<file path="config.mk">
export PLATFORM = sky130hd
export DESIGN_NAME = irq_status_agg
export DESIGN_NICKNAME = d
export VERILOG_FILES = /design/src/rtl/irq_agg_pkg.sv /design/src/rtl/irq_chan_enc.sv /design/src/rtl/irq_wake_ctl.sv /design/src/rtl/irq_status_agg.sv
export SDC_FILE = /design/constraint.sdc
export NUM_CORES = 1
export LEC_CHECK = 0
export CAP_MARGIN = 20
export CORE_MARGIN = 5
export CORE_UTILIZATION = 37
export CTS_BUF_LIST = sky130_fd_sc_hd__clkbuf_8
export CTS_CLUSTER_DIAMETER = 30
export DETAILED_ROUTE_END_ITERATION = 12
export HOLD_SLACK_MARGIN = 0.05
export PLACE_DENSITY_LB_ADDON = 0.1
export SLEW_MARGIN = 40
export SYNTH_ARGS = -nofsm -noshare
export SYNTH_HDL_FRONTEND = slang
export SYNTH_SLANG_ARGS = --single-unit
</file>
<file path="constraint.sdc">
create_clock -name clk_i -period 0.8 [get_ports clk_i]
set_input_delay 0.2 -clock clk_i [delete_from_list [all_inputs] [get_ports clk_i]]
set_output_delay 0.2 -clock clk_i [all_outputs]
set_load 0.02 [all_outputs]
</file>
<file path="src/rtl/irq_agg_pkg.sv">
package irq_agg_pkg;
  localparam int unsigned NUM_CH = 8;
  localparam int unsigned CODE_W = 3;

  typedef enum logic [CODE_W-1:0] {
    CODE_NONE  = 3'd0,
    CODE_LINE  = 3'd1,
    CODE_RXD   = 3'd2,
    CODE_RXTO  = 3'd3,
    CODE_TXE   = 3'd4,
    CODE_MODEM = 3'd5,
    CODE_MPIO  = 3'd6,
    CODE_TIMER = 3'd7
  } irq_code_e;

  typedef struct packed {
    logic line;
    logic rxd;
    logic rxto;
    logic txe;
    logic modem;
  } ch_src_t;
endpackage

</file>
<file path="src/rtl/irq_chan_enc.sv">
module irq_chan_enc
  import irq_agg_pkg::*;
(
  input  ch_src_t   src_i,
  input  logic      dev_mpio_i,
  input  logic      dev_timer_i,
  output irq_code_e code_o,
  output logic      pend_o
);
  always_comb begin
    if (src_i.line)       code_o = CODE_LINE;
    else if (src_i.rxd)   code_o = CODE_RXD;
    else if (src_i.rxto)  code_o = CODE_RXTO;
    else if (src_i.txe)   code_o = CODE_TXE;
    else if (src_i.modem) code_o = CODE_MODEM;
    else if (dev_mpio_i)  code_o = CODE_MPIO;
    else if (dev_timer_i) code_o = CODE_TIMER;
    else                  code_o = CODE_NONE;
  end

  assign pend_o = (|src_i) | dev_mpio_i | dev_timer_i;
endmodule

</file>
<file path="src/rtl/irq_wake_ctl.sv">
module irq_wake_ctl (
  input  logic clk_i,
  input  logic rst_ni,
  input  logic wake_i,
  input  logic clr_i,
  output logic flag_o,
  output logic flag_nxt_o
);
  logic wake_d_q;
  logic flag_q;
  logic rise;

  assign rise = wake_i & ~wake_d_q;
  // a new edge wins over a same-cycle clear
  assign flag_nxt_o = rise | (flag_q & ~clr_i);
  assign flag_o = flag_q;

  always_ff @(posedge clk_i or negedge rst_ni) begin
    if (!rst_ni) begin
      wake_d_q <= 1'b0;
      flag_q   <= 1'b0;
    end else begin
      wake_d_q <= wake_i;
      flag_q   <= flag_nxt_o;
    end
  end
endmodule

</file>
<file path="src/rtl/irq_status_agg.sv">
module irq_status_agg
  import irq_agg_pkg::*;
#(
  parameter int unsigned N_CH   = NUM_CH,
  localparam int unsigned WORD_W = N_CH + N_CH * CODE_W,
  localparam int unsigned ADDR_W = $clog2(WORD_W / 8)
) (
  input  logic              clk_i,
  input  logic              rst_ni,
  input  logic [N_CH-1:0]   line_stat_i,
  input  logic [N_CH-1:0]   rx_data_i,
  input  logic [N_CH-1:0]   rx_tmo_i,
  input  logic [N_CH-1:0]   tx_empty_i,
  input  logic [N_CH-1:0]   modem_stat_i,
  input  logic              mpio_irq_i,
  input  logic              timer_irq_i,
  input  logic              wake_i,
  input  logic              rd_en_i,
  input  logic [ADDR_W-1:0] rd_addr_i,
  output logic [WORD_W-1:0] status_o,
  output logic              irq_o
);
  logic [N_CH-1:0] pend_d;
  logic [N_CH-1:0] sum_q;
  irq_code_e       code_d [N_CH];
  irq_code_e       code_q [N_CH];
  logic            wake_flag;
  logic            wake_nxt;
  logic            rd_sum;
  logic            irq_q;

  assign rd_sum = rd_en_i & (rd_addr_i == '0);

  for (genvar g = 0; g < N_CH; g++) begin : g_ch
    ch_src_t src;
    assign src = '{line:  line_stat_i[g],
                   rxd:   rx_data_i[g],
                   rxto:  rx_tmo_i[g],
                   txe:   tx_empty_i[g],
                   modem: modem_stat_i[g]};

    irq_chan_enc u_enc (
      .src_i       (src),
      .dev_mpio_i  ((g == 0) ? mpio_irq_i  : 1'b0),
      .dev_timer_i ((g == 0) ? timer_irq_i : 1'b0),
      .code_o      (code_d[g]),
      .pend_o      (pend_d[g])
    );

    always_ff @(posedge clk_i or negedge rst_ni) begin
      if (!rst_ni) code_q[g] <= CODE_NONE;
      else         code_q[g] <= code_d[g];
    end

    assign status_o[N_CH + g*CODE_W +: CODE_W] = code_q[g];
  end

  irq_wake_ctl u_wake (
    .clk_i      (clk_i),
    .rst_ni     (rst_ni),
    .wake_i     (wake_i),
    .clr_i      (rd_sum),
    .flag_o     (wake_flag),
    .flag_nxt_o (wake_nxt)
  );

  always_ff @(posedge clk_i or negedge rst_ni) begin
    if (!rst_ni) begin
      sum_q <= '0;
      irq_q <= 1'b0;
    end else begin
      sum_q <= pend_d;
      irq_q <= (|pend_d) | wake_nxt;
    end
  end

  assign status_o[N_CH-1:0] = sum_q;
  assign irq_o = irq_q;

  logic unused_flag;
  assign unused_flag = wake_flag;
endmodule

</file>
* Word-level counts from Yosys, hierarchy flattened
Index checks and enable logic that the tools add are counted.
Storage, ports and cells: register bits after elaboration 35, input bits 48, output and inout port bits 33
Operators by class: muxes and demuxes 42, bitwise logic cells 9, reductions and logical operators 10
Operators with widths (number):
- 2-to-1 mux 3 bit | 42
- OR reduction 5 bit | 8
- OR reduction 36 bit | 1
- bitwise OR 1 bit | 4
- bitwise AND 1 bit | 3
- logical NOT 2 bit | 1
- NOT 1 bit | 2

* Depth between registers and ports, before layout
Gate-level depths: netlist of the first run.
word-level depth 7, mapped depth 4, gate-level depth less buffers 4

* Modules after synthesis
Synthesis of the first run repeated with hierarchy kept, for this count alone.
Second synthesis, totals: cells, all modules 148, area total of the unflattened synthesis 1487.7 um^2
By module, submodules not included:
- irq_status_agg | instances 1, cells an instance 39, area an instance 857.1 um^2, seq. area each 825.8 um^2
- irq_chan_enc | instances 8, cells an instance 13, area an instance 70.1 um^2, seq. area each 0.0 um^2
- irq_wake_ctl | instances 1, cells an instance 5, area an instance 70.1 um^2, seq. area each 50.0 um^2

* Worst setup path after synthesis of the first run
OpenSTA, ideal clock, no wires.
path type input to register, from input port tx_empty_i[0], to register irq_q (netlist: irq_o), arrival time 0.937 ns, required time 0.656 ns, path slack -0.281 ns, stages on the path 4, buffers on the path 0, cells stage by stage nor4_2 nand2_1 nor4_1 o2111ai_1
On the way: longest elaborated chain between the ends 5
RTL lines:
- from (decl) | line irq_status_agg.sv:13 | input logic [N_CH-1:0] tx_empty_i,
- OR reduction 5 bit | line irq_chan_enc.sv:21 | assign pend_o = (|src_i) | dev_mpio_i | dev_timer_i;
- bitwise OR 1 bit (2 in series) | line irq_chan_enc.sv:21
- net g_ch[0].u_enc.pend_o | line irq_chan_enc.sv:8 | output logic pend_o
- OR reduction 36 bit | line irq_status_agg.sv:73 | irq_q <= (|pend_d) | wake_nxt;
- bitwise OR 1 bit | line irq_status_agg.sv:73
- to (signal assigned) | line irq_status_agg.sv:73
- to (decl) | line irq_status_agg.sv:30 | logic irq_q;
The timed path passes the listed nets, and every way through them passes these cells.

* Worst setup path after layout of the first run
from register irq_q (netlist: irq_o), to output port irq_o
RTL lines:
- to (decl) | line irq_status_agg.sv:21 | output logic irq_o
No word-level cell between the ends.

==> impl_results.md, run 1 <==
- Vias in the first global route: approximately 1500
- Antenna Cells: 0
- CTS buffer count: 5
- Final worst-path cycle share: 1.269
- Post-route DRC violation count: 0
- Vias per std cell: 4.556
- Critical path peak fanout: 1
- DR pass1 iterations: 5
- Die Footprint: 4763 sq um
- Fillers: about 250
- Ports: 81
- Via count: ~1300
- Final Hold Viols: 0
- Port-buffer cells: 80
- Max incr delay on CP: 0.40 ns
- Multi-input combinational cell area: approximately 460 sq um
- Die X: ~69 um
- Top delay family on crit path: flip-flops
- Die height: slightly below 70 um
- Grt ovf: 0
- Sequential Area: 875.8 sq um
- LEAKAGE: 1.233 nW
- WL final: 4025 um
- Largest net degree at the start of global routing: 36
- Fmax: between 900 and 1000 MHz
- Failing checks: setup timing
- First-pass GRT wire length: about 6600 um
- CTS Buffer Depth: 2
- Post-synth EDFFs: 0
- Pwr Density: about 1600 nW/um^2
- Async S/R FF share, synth: 1.000
- Critical Path RT: approximately 0.60 ns
- Crit path from: irq_o
- Initial core utilization: 0.3832
- Number of distinct library cells after synthesis: 14
- Detail Placement HPWL: around 3000 um
- Startpoint type of the worst setup path: register
- Hold Crit Start: rx_data_i[4]
- Max IR drop VDD: 1.212 mV
- CP cell instances: buf_6
- Hold WS: between 0.1 and 0.15 ns
- Highest-count cells in the layout ignoring fill and taps: buf_6, dfrtp_1, buf_4
- R2R Path Start: u_wake.flag_o
- Final worst slack: -0.2155 ns
- Synth Warn #: 0
- Setup-failing EPs final: 34
- Slew @ Worst Pin: between 0.2 and 0.25 ns
- Count of pins over their slew limit: 0
- TritonCTS clock tree: done
- RSZ-0062 raised after global routing: true
- Met3 GRT Util: 0.06686
- GRT busiest layer: met2
- Hold crit path type: in -> reg
- CP max stage cell: dfrtp_1
- Total Nets Final: roughly 290
- CP Capture Type: output port
- Post-Synthesis Net Count: 167
- # H-tree levels: 2
- Clock sinks: 35
- WP data arrival: 0.82 ns
- Pre-CTS WS: -0.8022 ns
- Run status: finished with violations
- Max-Cap Viols: 0
- GRT met1 Usage: 0.1526
- Syn Inst Count: 119
- M2 GR Usage: 0.3496
- Crit path buf inv count: 1
- GR Util All Layers: 0.1752
- Synth Flop Type: dfrtp_1
- Crit path kind: reg -> out
- GPL Wtd Cong: about 0.81
- FP Rows: 21
- Post-synthesis cell area: 1289 sq um
- Final worst path period need: a little over 1 ns
- Core area: between 3000 and 4000 sq um
- Initial antenna violation count: 0
- Synthesized flop and latch total: 35
- Later-pin clock latency in the skew report: around 0.28 ns
- Iter 0 DRT Violations: 18
- Wire per inst: approximately 14 um
- Rel. slew slack: 0.8595
- Reg clk slew, reported paths: 0.07 ns
- Area Growth Syn to Fin: 98.54%
- Root Driver: clkbuf_8
- Routed Antenna Nets: 0
- Skew final: between 0.002 and 0.0025 ns
- Mapped Avg Cell Area: 10.83 sq um
- Share of cells above drive strength 1: 0.4328
- Post-synthesis sequential area ratio: 0.6796
## Yosys cell counts, types with 2 or more instances
master | instances | area share
dfrtp_1 | 35 | 0.68
nor2_1 | 25 | 0.073
nand2_1 | 10 | 0.029
a21oi_1 | 9 | 0.035
inv_1 | 9 | 0.026
nor3_1 | 8 | 0.031
o21bai_1 | 8 | 0.047
nor2b_1 | 7 | 0.034
nor4_1 | 2 | 0.0097
o21ai_0 | 2 | 0.0078
## per-stage QoR
stage,setup TNS [ns],instances,cell area [sq um],power (mW),utilization
4_1_cts,-6.848,281,2551,4.087,0.7586
3_5_place_dp,-21.22,265,2340,2.698,0.6957
2_1_floorplan,-0.1611,119,1324,2.117,-
6_report,-6.343,284,2559,4.032,0.7608
3_3_place_gp,-20.32,265,2340,2.670,0.6957
5_1_grt,-7.471,284,2559,4.251,0.7608
## final cells by class
type | instances | area share
Clock buffer | 7 | 0.03765
Clock inverter | 1 | 0.001467
Inverter | 9 | 0.01320
Multi-Input combinational cell | 75 | 0.1804
Sequential cell | 35 | 0.3423
Tap cell | 46 | 0.02249
Timing Repair Buffer | 111 | 0.4024
## worst paths after layout
path                                  to  slack (ns)  depth (start not counted)
setup reg to reg                   irq_o        0.13                          2
max in group asynchronous   status_o[19]        0.21                          3
hold reg to reg            u_wake.flag_o        0.45                          1
hold / removal              status_o[20]        0.14                          2
setup / recovery                   irq_o       -0.22                          1
min in group asynchronous   status_o[29]        0.41                          3
## per-layer routing
metal,vias up,share of wire
met1,613,0.33
met3,6,0.074
met5,-,0
met2,50,0.58
met4,0,0.015
li1,625,-
## power by group
group / internal, mW / total [mW] / switching (mW)
registers: 1.85 / 1.89 / 0.0372
clock network: 0.772 / 1.36 / 0.588
logic: 0.428 / 0.783 / 0.355
total: 3.05 / 4.03 / 0.981
## state kept, by name (all words and copies together), names as in the netlist
register / count
irq_o: 1
status_o: 24
sum_q: 8
u_wake.flag_o: 1
u_wake.wake_d_q: 1
## repair_timing
action | 4_1_cts | 5_1_grt
pin swaps | 27 | 17
endpoints found under the setup margin | 45 | 36
hold endpoints to repair | 35 | 0
resized for setup | 282 | 16
setup buffers | 7 | 3
hold buffers | 1 | 0
## kinds of logic (layout without fill, tap and decap cells)
logic type,count (synthesis),after routing,share of synthesized area
AOI/OAI and AO/OA,20,20,0.09612
buffers and inverters,9,128,0.02621
DFF,35,35,0.6796
and+or+nand+nor,55,55,0.1981
(Power assumes the default switching activity.)
==> run 2: changes to the inputs <==
Settings changed: CORE_MARGIN 5 to 2.
==> impl_results.md, run 2 (synthesis gave the netlist of run 1 again) <==
- Skew final: 0.004240 ns
- Max incr delay on CP: just under 0.4 ns
- Crit path buf inv count: 1
- Clock sinks: 35
- Area Growth Syn to Fin: 103.4%
- Highest-count cells in the layout ignoring fill and taps: buf_6, buf_4, dfrtp_1
- Most common cell after layout, fill and taps aside: buf_6
- TritonCTS clock tree: done
- Ports: slightly above 80
- Final Hold Viols: 0
- Port-buffer cells: 80
- Grt ovf: 0
- Failing checks: setup timing
- Pre-CTS WS: -0.8110 ns
- Final worst path period need: between 0.9 and 1 ns
- Via count: between 1000 and 1500
- Final worst slack: -0.1929 ns
- Fin util: 0.7855
- Top delay family on crit path: flip-flops
- Iter 0 DRT Violations: 50
- Antenna Cells: 0
- First-pass GRT wire length: ~6300 um
- Die height: between 60 and 70 um
- Die X: 63.02 um
- Vias in the first global route: 1457
- Core area: between 3000 and 4000 sq um
- Top Layer Used: met4
- Vias per std cell: 4.476
- GPL Wtd Cong: ~0.74
- Max FFs per register: 24
- Root Driver: clkbuf_8
- Slew @ Worst Pin: 0.2112 ns
- Setup-failing EPs final: 34
- WL met2: roughly 2100 um
- GR Util All Layers: 0.2018
- Final worst-path cycle share: 1.241
- Crit path kind: reg -> out
- Total Nets Final: 293
- Share of cells above drive strength 1: 0.5000
- RSZ-0062 raised after global routing: true
- Wire per inst: 12.47 um
- Initial antenna violation count: 0
- Pwr Density: 1538 nW/um^2
- CTS buffer count: 5
- CP cell instances: buf_6
- Max IR drop VDD: between 1 and 1.5 mV
- Reg clk slew, reported paths: about 0.070 ns
- Metal-1 WL: ~1200 um
- Startpoint type of the worst setup path: register
- Rel. slew slack: 0.8582
- Max-Cap Viols: 0
- Post-route DRC violation count: 0
- FP Rows: 21
- Count of pins over their slew limit: 0
- # H-tree levels: 2
- Hold crit path type: in -> reg
- CTS Buffer Depth: 2
- CP max stage cell: dfrtp_1
- Run status: finished with violations
- DR pass1 iterations: 4
- WL final: between 3000 and 4000 um
- CP Capture Type: output port
- Metal3 WL: around 290 um
- R2r setup slk: between 0.1 and 0.15 ns
- Initial core utilization: 0.3862
- LEAKAGE: about 1.3 nW
- Detail Placement HPWL: ~2700 um
- Critical Path RT: approximately 0.60 ns
- Largest net degree at the start of global routing: 24
- Die Footprint: ~4000 sq um
- Critical path peak fanout: 1
- Later-pin clock latency in the skew report: about 0.27 ns
- Routed Antenna Nets: 0
- Hold WS: approximately 0.084 ns
- WP data arrival: just under 0.8 ns
- Fmax: between 1000 and 1500 MHz
[run 2: area by class of cell]
type	count	area (sq um)
clock buffer	7	96.34
clock inverter	1	3.754
fill	233	715.7
inverter	9	33.78
multi-input combinational	75	489.2
sequential	35	875.8
tap	46	57.56
timing repair buffer	119	1065
[run 2: per-layer routing]
layer,vias up,global-route usage
li1,639,-
met1,609,0.1993
met2,53,0.3803
met3,6,0.08468
met4,0,0.05556
met5,-,0
[run 2: timing repair]
item                       in CTS  in global routing
buffers inserted               14                  0
hold buffers                    1                  0
resized for setup             326                 18
setup endpoints to repair      54                 38
hold endpoints to repair       35                  0
pin swaps                      27                  9
[run 2: through the flow]
step | power [mW] | std cells | TNS, ns | instance area [sq um]
finish | 4.031 | 292 | -5.852 | 2621
floorplan | 2.117 | 119 | -0.1611 | 1324
detailed placement | 2.704 | 269 | -21.04 | 2370
CTS | 4.055 | 292 | -6.111 | 2601
global placement | 2.681 | 269 | -20.15 | 2370
global route | 4.260 | 292 | -7.163 | 2621
[run 2: where the power goes]
group          leakage (nW)  internal, mW  switching (mW)  total [mW]
Combinational         0.822         0.457           0.362       0.819
Clock                0.0557         0.772           0.551        1.32
Sequential            0.395          1.85          0.0372        1.89
[run 2: worst paths after layout]
kind | from | end | depth (start not counted)
max in group asynchronous | rst_ni | status_o[11] | 3
min in group asynchronous | rst_ni | status_o[25] | 2
hold / removal | line_stat_i[3] | status_o[18] | 2
hold reg to reg | u_wake.wake_d_q | u_wake.flag_o | 1
setup / recovery | status_o[22] | status_o[22] | 1
setup reg to reg | u_wake.flag_o | irq_o | 2
